**src/rtl/spi_cmd_pkg.sv**
```systemverilog
package spi_cmd_pkg;
   // Field widths of the command word
   localparam int unsigned CODE_BITS = 4;
   localparam int unsigned DATA_BITS = 12;

   // Default opcode that addresses the configuration register
   localparam logic [CODE_BITS-1:0] OPC_CFG_WRITE = 4'h1;

   typedef struct packed {
      logic [CODE_BITS-1:0] code;
      logic [DATA_BITS-1:0] data;
   } cmd_word_t;
endpackage

```
**src/rtl/spi_cmd_sync.sv**
```systemverilog
module spi_cmd_sync #(
   parameter int unsigned WIDTH   = 3,
   parameter int unsigned STAGES  = 2,
   parameter logic [WIDTH-1:0] RST_VAL = '0
) (
   input  logic             clk,
   input  logic             rst_n,
   input  logic [WIDTH-1:0] din,
   output logic [WIDTH-1:0] dout
);
   generate
      if (STAGES < 2) begin : g_bad_stages
         $error("spi_cmd_sync: STAGES must be at least 2");
      end
      for (genvar b = 0; b < WIDTH; b++) begin : g_bit
         logic [STAGES-1:0] chain;
         always_ff @(posedge clk or negedge rst_n) begin
            if (!rst_n) chain <= {STAGES{RST_VAL[b]}};
            else        chain <= {chain[STAGES-2:0], din[b]};
         end
         assign dout[b] = chain[STAGES-1];
      end
   endgenerate
endmodule

```
**src/rtl/spi_cmd_shift.sv**
```systemverilog
module spi_cmd_shift #(
   parameter int unsigned WORD_W = 16
) (
   input  logic              clk,
   input  logic              rst_n,
   input  logic              sck_s,
   input  logic              mosi_s,
   input  logic              sel_act,
   output logic              word_done,
   output logic [WORD_W-1:0] word
);
   localparam int unsigned CNT_W = $clog2(WORD_W + 1);
   localparam logic [CNT_W-1:0] LAST_BIT = CNT_W'(WORD_W - 1);

   logic             sck_q;
   logic             sck_rise;
   logic [CNT_W-1:0] bit_cnt;
   logic [WORD_W-1:0] shreg;

   generate
      if (WORD_W < 2) begin : g_bad_word
         $error("spi_cmd_shift: WORD_W must be at least 2");
      end
   endgenerate

   assign sck_rise = sck_s & ~sck_q;
   assign word     = shreg;

   always_ff @(posedge clk or negedge rst_n) begin
      if (!rst_n) begin
         sck_q     <= 1'b0;
         bit_cnt   <= '0;
         shreg     <= '0;
         word_done <= 1'b0;
      end else begin
         sck_q     <= sck_s;
         word_done <= 1'b0;
         if (!sel_act) begin
            bit_cnt <= '0;
         end else if (sck_rise) begin
            shreg <= {shreg[WORD_W-2:0], mosi_s};
            if (bit_cnt == LAST_BIT) begin
               bit_cnt   <= '0;
               word_done <= 1'b1;
            end else begin
               bit_cnt <= bit_cnt + 1'b1;
            end
         end
      end
   end
endmodule

```
**src/rtl/spi_cmd_decode.sv**
```systemverilog
module spi_cmd_decode #(
   parameter int unsigned CMD_W  = 4,
   parameter int unsigned DATA_W = 12,
   parameter int unsigned CFG_W  = 8,
   parameter logic [CMD_W-1:0] CFG_OPCODE = 4'h1
) (
   input  logic                    clk,
   input  logic                    rst_n,
   input  logic                    word_done,
   input  logic [CMD_W+DATA_W-1:0] word,
   output logic                    cmd_valid,
   output logic [CMD_W-1:0]        cmd_code,
   output logic [DATA_W-1:0]       cmd_data,
   output logic [CFG_W-1:0]        cfg_reg
);
   logic [CMD_W-1:0]  code_w;
   logic [DATA_W-1:0] data_w;

   generate
      if (CFG_W > DATA_W || CFG_W == 0) begin : g_bad_cfg
         $error("spi_cmd_decode: CFG_W must be 1..DATA_W");
      end
   endgenerate

   assign code_w = word[CMD_W+DATA_W-1:DATA_W];
   assign data_w = word[DATA_W-1:0];

   always_ff @(posedge clk or negedge rst_n) begin
      if (!rst_n) begin
         cmd_valid <= 1'b0;
         cmd_code  <= '0;
         cmd_data  <= '0;
         cfg_reg   <= '0;
      end else begin
         cmd_valid <= word_done;
         if (word_done) begin
            cmd_code <= code_w;
            cmd_data <= data_w;
            if (code_w == CFG_OPCODE) cfg_reg <= data_w[CFG_W-1:0];
         end
      end
   end
endmodule

```
**src/rtl/spi_cmd_rx.sv**
```systemverilog
module spi_cmd_rx
   import spi_cmd_pkg::*;
#(
   parameter int unsigned CMD_W         = CODE_BITS,
   parameter int unsigned DATA_W        = DATA_BITS,
   parameter int unsigned CFG_W         = 8,
   parameter logic [CMD_W-1:0] CFG_OPCODE = OPC_CFG_WRITE,
   parameter int unsigned SYNC_STAGES   = 2,
   parameter bit          CS_ACTIVE_LOW = 1'b1
) (
   input  logic              clk,
   input  logic              rst_n,
   input  logic              spi_sck,
   input  logic              spi_mosi,
   input  logic              spi_csel_n,
   output logic              cmd_valid,
   output logic [CMD_W-1:0]  cmd_code,
   output logic [DATA_W-1:0] cmd_data,
   output logic [CFG_W-1:0]  cfg_reg
);
   localparam int unsigned WORD_W = CMD_W + DATA_W;
   localparam logic [2:0]  SYNC_RST = {CS_ACTIVE_LOW, 1'b0, 1'b0};

   logic [2:0]        raw_in;
   logic [2:0]        sync_out;
   logic              sel_act;
   logic              word_done;
   logic [WORD_W-1:0] word;

   assign raw_in = {spi_csel_n, spi_mosi, spi_sck};

   spi_cmd_sync #(
      .WIDTH   (3),
      .STAGES  (SYNC_STAGES),
      .RST_VAL (SYNC_RST)
   ) u_sync (
      .clk  (clk),
      .rst_n(rst_n),
      .din  (raw_in),
      .dout (sync_out)
   );

   generate
      if (CS_ACTIVE_LOW) begin : g_sel_low
         assign sel_act = ~sync_out[2];
      end else begin : g_sel_high
         assign sel_act = sync_out[2];
      end
   endgenerate

   spi_cmd_shift #(
      .WORD_W(WORD_W)
   ) u_shift (
      .clk      (clk),
      .rst_n    (rst_n),
      .sck_s    (sync_out[0]),
      .mosi_s   (sync_out[1]),
      .sel_act  (sel_act),
      .word_done(word_done),
      .word     (word)
   );

   spi_cmd_decode #(
      .CMD_W     (CMD_W),
      .DATA_W    (DATA_W),
      .CFG_W     (CFG_W),
      .CFG_OPCODE(CFG_OPCODE)
   ) u_dec (
      .clk      (clk),
      .rst_n    (rst_n),
      .word_done(word_done),
      .word     (word),
      .cmd_valid(cmd_valid),
      .cmd_code (cmd_code),
      .cmd_data (cmd_data),
      .cfg_reg  (cfg_reg)
   );
endmodule

```
**config.mk**
```make
export PLATFORM = sky130hd
export DESIGN_NAME = spi_cmd_rx
export DESIGN_NICKNAME = d
export VERILOG_FILES = /design/src/rtl/spi_cmd_pkg.sv /design/src/rtl/spi_cmd_sync.sv /design/src/rtl/spi_cmd_shift.sv /design/src/rtl/spi_cmd_decode.sv /design/src/rtl/spi_cmd_rx.sv
export SDC_FILE = /design/constraint.sdc
export NUM_CORES = 1
export LEC_CHECK = 0
export CAP_MARGIN = 5
export CORE_ASPECT_RATIO = 2
export CORE_MARGIN = 4
export CORE_UTILIZATION = 57
export DETAILED_ROUTE_END_ITERATION = 16
export GPL_TIMING_DRIVEN = 1
export MAX_ROUTING_LAYER = met4
export PLACE_DENSITY = 0.83
export SYNTH_ARGS = -nofsm -noshare
export SYNTH_HDL_FRONTEND = slang
export SYNTH_SLANG_ARGS = --single-unit
export TNS_END_PERCENT = 5
```
**constraint.sdc**
```tcl
create_clock -name clk -period 2.1 [get_ports clk]
set_input_delay 0.42 -clock clk [delete_from_list [all_inputs] [get_ports clk]]
set_output_delay 0.42 -clock clk [all_outputs]
set_load 0.02 [all_outputs]
```
Word-level counts from Yosys, hierarchy flattened
Cells that the tools add are included.

Bits in registers: 54. Logic and storage cells: 26. Input bits: 5.

Bitwise gates (word level): 3. Add/subtract/negate cells: 1. Equality and inequality tests: 2. Multiplexer cells: 6. Reductions and logical operators: 3.

Operators with widths (number): $mux 5 (3); $add 5x1->5 const B (1); $eq 5x4->1 const B (1); $eq 4x1->1 const B (1); $reduce_and 2->1 (2); $mux 1 (3); $not 1->1 (2); $reduce_bool 2->1 (1); $and 1x1->1 (1).

Longest topological paths before layout
Depth in word-level cells: 4. Gate-level depth with buffers: 4. Gate-level depth less buffers: 4.

Cells and area by module
A second synthesis with hierarchy kept.

Cell total of the unflattened synthesis: 127. Area, all modules: 2065.7 um2.

Modules (own cells, without submodules): spi_cmd_shift (times used 1, cells each 63, area an instance 944.7 um2, seq. area each 575.6 um2); spi_cmd_decode (times used 1, cells each 54, area an instance 942.2 um2, seq. area each 625.6 um2); spi_cmd_sync (times used 1, cells each 9, area an instance 175.2 um2, seq. area each 152.6 um2); spi_cmd_rx (times used 1, cells each 1, area an instance 3.8 um2, seq. area each 0.0 um2).

Worst setup path after synthesis
No wires, ideal clock.

Path type: register -> register. Start: register u_sync.g_bit[2].chain[1]. End: register u_shift.shreg[10], in the netlist u_shift.word[10]. Library setup time: 0.125 ns. Slack: 0.832 ns. Cell stages (with the launch flop): 5. Path buffers: 2. Data arrival time: 1.143 ns. Period minus slack after synthesis: 1.268 ns. Cells stage by stage: dfstp_2 buf_2 nor2_8 buf_6 mux2_2.

Longest elaborated chain between the ends: 2.

RTL lines: start: declaration (line spi_cmd_sync.sv:16) `logic [STAGES-1:0] chain;`; start signal: assignment (line spi_cmd_sync.sv:18) `if (!rst_n) chain <= {STAGES{RST_VAL[b]}};`; start signal: assignment (line spi_cmd_sync.sv:19) `else chain <= {chain[STAGES-2:0], din[b]};`; $not 1->1 (no source line); $reduce_and 2->1 (no source line); end signal: assignment (line spi_cmd_shift.sv:41) `shreg <= {shreg[WORD_W-2:0], mosi_s};`; end: declaration (line spi_cmd_shift.sv:18) `logic [WORD_W-1:0] shreg;`.

No other way between the ends. A chain may end at the register's enable or synchronous reset.

Worst setup path after layout
Start: register u_dec.cmd_data[6]. End: output cmd_data[6].

RTL lines: start: declaration (line spi_cmd_decode.sv:13) `output logic [DATA_W-1:0] cmd_data,`; start signal: assignment (line spi_cmd_decode.sv:38) `cmd_data <= data_w;`; end: declaration (line spi_cmd_rx.sv:18) `output logic [DATA_W-1:0] cmd_data,`.

No word-level cell between the ends.

==> impl_results.html <==
<table>
<tr><th>Metric</th><th>Value</th></tr>
<tr><th colspan="2">Clocking</th></tr>
<tr><td>Worst-Skew Late Latency</td><td>0.30 ns</td></tr>
<tr><td>Inserted Clock Buffers</td><td>5</td></tr>
<tr><td>Root Driver</td><td>sky130_fd_sc_hd__clkbuf_8</td></tr>
<tr><td>Clk sink count</td><td>54</td></tr>
<tr><td>Number of buffers inserted by hold repair at cts</td><td>0</td></tr>
<tr><td>Post-CTS resize count</td><td>0</td></tr>
<tr><td>Clock tree from TritonCTS</td><td>yes</td></tr>
<tr><td>Clock H-tree levels</td><td>2</td></tr>
<tr><td>Buffers from clock root to sink, at most</td><td>2</td></tr>
<tr><td>Clock Pin Slew Worst Setup and Hold Paths</td><td>approximately 0.090 ns</td></tr>
<tr><td># Post-CTS Setup Buffers</td><td>0</td></tr>
<tr><th colspan="2">Synthesis</th></tr>
<tr><td>Share of async-settable or async-resettable flops after synthesis</td><td>1.00</td></tr>
<tr><td>Compound-cell area share of the yosys netlist</td><td>0.00729</td></tr>
<tr><td>Xor and xnor fraction of the mapped netlist area</td><td>0.00425</td></tr>
<tr><td>Adder-Cell Fraction of Synth Area</td><td>0.00608</td></tr>
<tr><td>Largest area contributor in the netlist</td><td>sky130_fd_sc_hd__dfrtp_1</td></tr>
<tr><td>Avg Cell Area, Syn</td><td>between 15 and 20 sq um</td></tr>
<tr><td>Net Count, Synth</td><td>130</td></tr>
<tr><td>Mux cell area share after synthesis</td><td>0.238</td></tr>
<tr><td>Synth top area cells</td><td>sky130_fd_sc_hd__dfrtp_1 63%, sky130_fd_sc_hd__mux2_2 17%, sky130_fd_sc_hd__mux2_4 5.8%</td></tr>
<tr><td>Top cell types by occurrence after synthesis</td><td>52 x sky130_fd_sc_hd__dfrtp_1, 32 x sky130_fd_sc_hd__mux2_2, 8 x sky130_fd_sc_hd__mux2_4</td></tr>
<tr><td>Number of synthesis warnings</td><td>0</td></tr>
<tr><td>Gate count of the mapped netlist</td><td>around 120</td></tr>
<tr><td>Sequential element share of the synthesized area</td><td>0.657</td></tr>
<tr><td>Simple-Gate Fraction of Synth Area</td><td>0.0656</td></tr>
<tr><td>Dominant cell by count in the synthesized netlist</td><td>sky130_fd_sc_hd__dfrtp_1</td></tr>
<tr><td>Register bit total from synthesis</td><td>54</td></tr>
<tr><td>Netlist Area Pre-Place</td><td>a little over 0.002 sq mm</td></tr>
<tr><td>Post-synthesis cell type count</td><td>23</td></tr>
<tr><td>Most used flip-flop cell after synthesis</td><td>sky130_fd_sc_hd__dfrtp_1</td></tr>
<tr><td>EDFF count, synth</td><td>0</td></tr>
<tr><td>Synth top area share</td><td>0.632</td></tr>
<tr><td>Main combinational cell family by area after synthesis</td><td>multiplexers</td></tr>
<tr><th colspan="2">Floorplan</th></tr>
<tr><td>Die Span Y</td><td>~93 um</td></tr>
<tr><td>Total number of placement rows</td><td>30</td></tr>
<tr><td>Core Region</td><td>approximately 0.0035 sq mm</td></tr>
<tr><td>Initial Util</td><td>0.596</td></tr>
<tr><td>Die Area</td><td>between 0.004 and 0.005 sq mm</td></tr>
<tr><td>Die span in x</td><td>50.5 um</td></tr>
<tr><td>Number of top-level pins</td><td>30</td></tr>
<tr><th colspan="2">Route</th></tr>
<tr><td>Detailed-route wire length per cell</td><td>around 17 um</td></tr>
<tr><td>Via count of the routed design</td><td>approximately 1100</td></tr>
<tr><td>DRC viols</td><td>0</td></tr>
<tr><td>Routed wire length</td><td>between 3 and 4 mm</td></tr>
<tr><td>Average vias per placed instance</td><td>5.26</td></tr>
<tr><td>Violation count after the first detailed-route iteration</td><td>20</td></tr>
<tr><td>DRT Pass-1 Iters</td><td>4</td></tr>
<tr><td>Number of nets with antenna violations after detailed routing</td><td>0</td></tr>
<tr><th colspan="2">Timing</th></tr>
<tr><td>Number of failing hold endpoints at the final stage</td><td>0</td></tr>
<tr><td>Highest Clock Rate</td><td>~580 MHz</td></tr>
<tr><td>RSZ-0062 raised after global routing</td><td>false</td></tr>
<tr><td>Worst max-slew margin expressed relative to the limit</td><td>0.623</td></tr>
<tr><td>Count of endpoints failing setup in the final report</td><td>0</td></tr>
<tr><td>Clk_skew</td><td>0.0100 ns</td></tr>
<tr><td>Sum of negative setup slack</td><td>0 ns</td></tr>
<tr><td>Clock period minus worst slack</td><td>around 1.7 ns</td></tr>
<tr><td>Fin. max-slew vios</td><td>0</td></tr>
<tr><td>Final period util</td><td>0.819</td></tr>
<tr><td>Worst Tran Pin Value</td><td>~0.57 ns</td></tr>
<tr><th colspan="2">Worst setup path</th></tr>
<tr><td>Slowest CP cell</td><td>sky130_fd_sc_hd__clkdlybuf4s50_1</td></tr>
<tr><td>Crit start category</td><td>flop</td></tr>
<tr><td>Arrival @ worst endpoint</td><td>roughly 1.3 ns</td></tr>
<tr><td>Cell family contributing the most delay on the critical path</td><td>buffers and inverters</td></tr>
<tr><td>Critical path capture point type</td><td>output pin</td></tr>
<tr><td>Worst reg2reg startpoint</td><td>u_shift.word[15]$_DFFE_PN0P_</td></tr>
<tr><td>Data required time of the critical path</td><td>1.68 ns</td></tr>
<tr><td>Worst path max stage delay</td><td>about 0.63 ns</td></tr>
<tr><td>Critical path class</td><td>reg -&gt; out</td></tr>
<tr><td>Maximum fanout encountered on the critical timing path</td><td>2</td></tr>
<tr><td>Number of buffers and inverters on the critical path</td><td>1</td></tr>
<tr><td>Worst setup path start</td><td>u_dec.cmd_data[6]$_DFFE_PN0P_</td></tr>
<tr><td>Ordered cell list for the critical path</td><td>clkdlybuf4s50_1</td></tr>
<tr><th colspan="2">Power and ir drop</th></tr>
<tr><td>Flop pwr share</td><td>0.633</td></tr>
<tr><td>Total power per unit cell area</td><td>about 760 mW/mm^2</td></tr>
<tr><td>Portion of total power attributed to the clock network</td><td>0.302</td></tr>
<tr><td>Worst supply voltage drop on vdd</td><td>about 0.00064 V</td></tr>
<tr><td>Leakage Power</td><td>about 1.2 nW</td></tr>
<tr><td>Power Internal</td><td>about 1.5 mW</td></tr>
<tr><td>Comb pwr share</td><td>0.064</td></tr>
<tr><td>Sw Share</td><td>0.226</td></tr>
<tr><td>Switch Pwr</td><td>approximately 0.43 mW</td></tr>
<tr><th colspan="2">Placement</th></tr>
<tr><td>Weighted congestion reported at the end of routability-driven placement</td><td>around 0.7</td></tr>
<tr><td>Half-perimeter wire length after placement</td><td>approximately 2.4 mm</td></tr>
<tr><td>Port Buffers</td><td>29</td></tr>
<tr><th colspan="2">Finish</th></tr>
<tr><td>Diodes inserted</td><td>0</td></tr>
<tr><td>Layout cells sized above 1</td><td>0.342</td></tr>
<tr><td>Layout Area Growth over Synthesis</td><td>20.4%</td></tr>
<tr><td>Net count of the finished layout</td><td>approximately 160</td></tr>
<tr><td>Share of the core filled with cells</td><td>0.718</td></tr>
<tr><td>Number of flip-flops in the largest register</td><td>16</td></tr>
<tr><th colspan="2">Run</th></tr>
<tr><td>Number of maximum-capacitance constraint violations</td><td>0</td></tr>
<tr><th colspan="2">GRT</th></tr>
<tr><td>Initial antenna violation count</td><td>0</td></tr>
<tr><td>Pin count of the biggest net entering global routing</td><td>55</td></tr>
<tr><td>First-pass GRT wire length</td><td>just under 6 mm</td></tr>
<tr><td>GRT Resource Usage Total</td><td>0.177</td></tr>
<tr><td>Vias in the first global route</td><td>1221</td></tr>
<tr><td>Remaining global-route overflow</td><td>0</td></tr>
<tr><th colspan="2">Min path</th></tr>
<tr><td>Worst hold-check path type</td><td>in -&gt; async</td></tr>
<tr><th colspan="2">Run status</th></tr>
<tr><td>Outcome</td><td>complete, no violations</td></tr>
</table>
==> kinds of logic (layout without fill, tap and decap cells) <==
kind of cell               count (synthesis)  after routing
xor gates and xnor gates                   1              1
muxes                                     41             41
DFF                                       54             54
AOI/OAI and AO/OA                          3              3
and+or+nand+nor                           19             19
buffers and inverters                      5             39
adders and majority gates                  1              1
==> per-stage QoR <==
step / setup WS [ns] / hold WS [ns] / std cells / cell area [sq um] / power, mW
finish: 0.380 / 0.0981 / 206 / 2480 / 1.89
global route: 0.332 / 0.0988 / 206 / 2480 / 1.99
CTS: 0.370 / 0.0977 / 206 / 2480 / 1.92
detailed placement: 0.575 / 0.341 / 198 / 2390 / 1.35
global placement: 0.628 / 0.337 / 198 / 2390 / 1.33
floorplan: 0.832 / 0.124 / 124 / 2060 / 1.28
==> final timing paths <==
| path | to | slack, ns | cells after the start |
|---|---|---|---|
| worst max-delay path | cmd_data[6] | 0.38 | 1 |
| worst min-delay path | u_dec.cmd_data[1]$_DFFE_PN0P_ | 0.1 | 2 |
| worst max register to register | u_dec.cfg_reg[1]$_DFFE_PN0P_ | 0.57 | 3 |
| worst min register to register | u_sync.g_bit[0].chain[1]$_DFF_PN0_ | 0.36 | 0 |
| max in group asynchronous | u_sync.g_bit[2].chain[0]$_DFF_PN1_ | 1.73 | 2 |
| min in group clk | u_sync.g_bit[0].chain[1]$_DFF_PN0_ | 0.36 | 0 |
==> power groups by stage <==
stage          clock network [mW]  registers (mW)  logic, mW
2_1_floorplan                   0            1.19     0.0900
4_1_cts                     0.594            1.20      0.125
6_report                    0.572            1.20      0.122
5_1_grt                     0.634            1.22      0.137
3_3_place_gp                    0            1.22      0.119
3_5_place_dp                    0            1.22      0.124
==> routing by layer <==
layer | GRT usage | vias up | share of wire
met3 | 0.0478 | 8 | 0.036
met2 | 0.288 | 25 | 0.53
li1 | - | 496 | -
met5 | - | - | 0
met1 | 0.198 | 555 | 0.40
met4 | 0.0899 | 0 | 0.029
==> cell usage in the layout, fill, tap and decap left out, types with 2 or more instances in the layout <==
cell	n
sky130_fd_sc_hd__a21oi_1	2
sky130_fd_sc_hd__clkbuf_8	6
sky130_fd_sc_hd__clkdlybuf4s50_1	28
sky130_fd_sc_hd__dfrtp_1	52
sky130_fd_sc_hd__dfstp_2	2
sky130_fd_sc_hd__mux2_2	32
sky130_fd_sc_hd__mux2_4	8
sky130_fd_sc_hd__nand2_1	3
sky130_fd_sc_hd__nand2b_1	2
sky130_fd_sc_hd__nand3b_1	2
sky130_fd_sc_hd__nor2_1	4
==> layout make-up <==
cell class / instances / area, sq um
well taps: 48 / 60.1
multi-input cells: 65 / 662
clock buffers: 7 / 86.3
clock inverters: 1 / 5.00
flip-flops and latches: 54 / 1350
repair buffers: 31 / 313
fillers: 232 / 973
(Power assumes the default switching activity.)
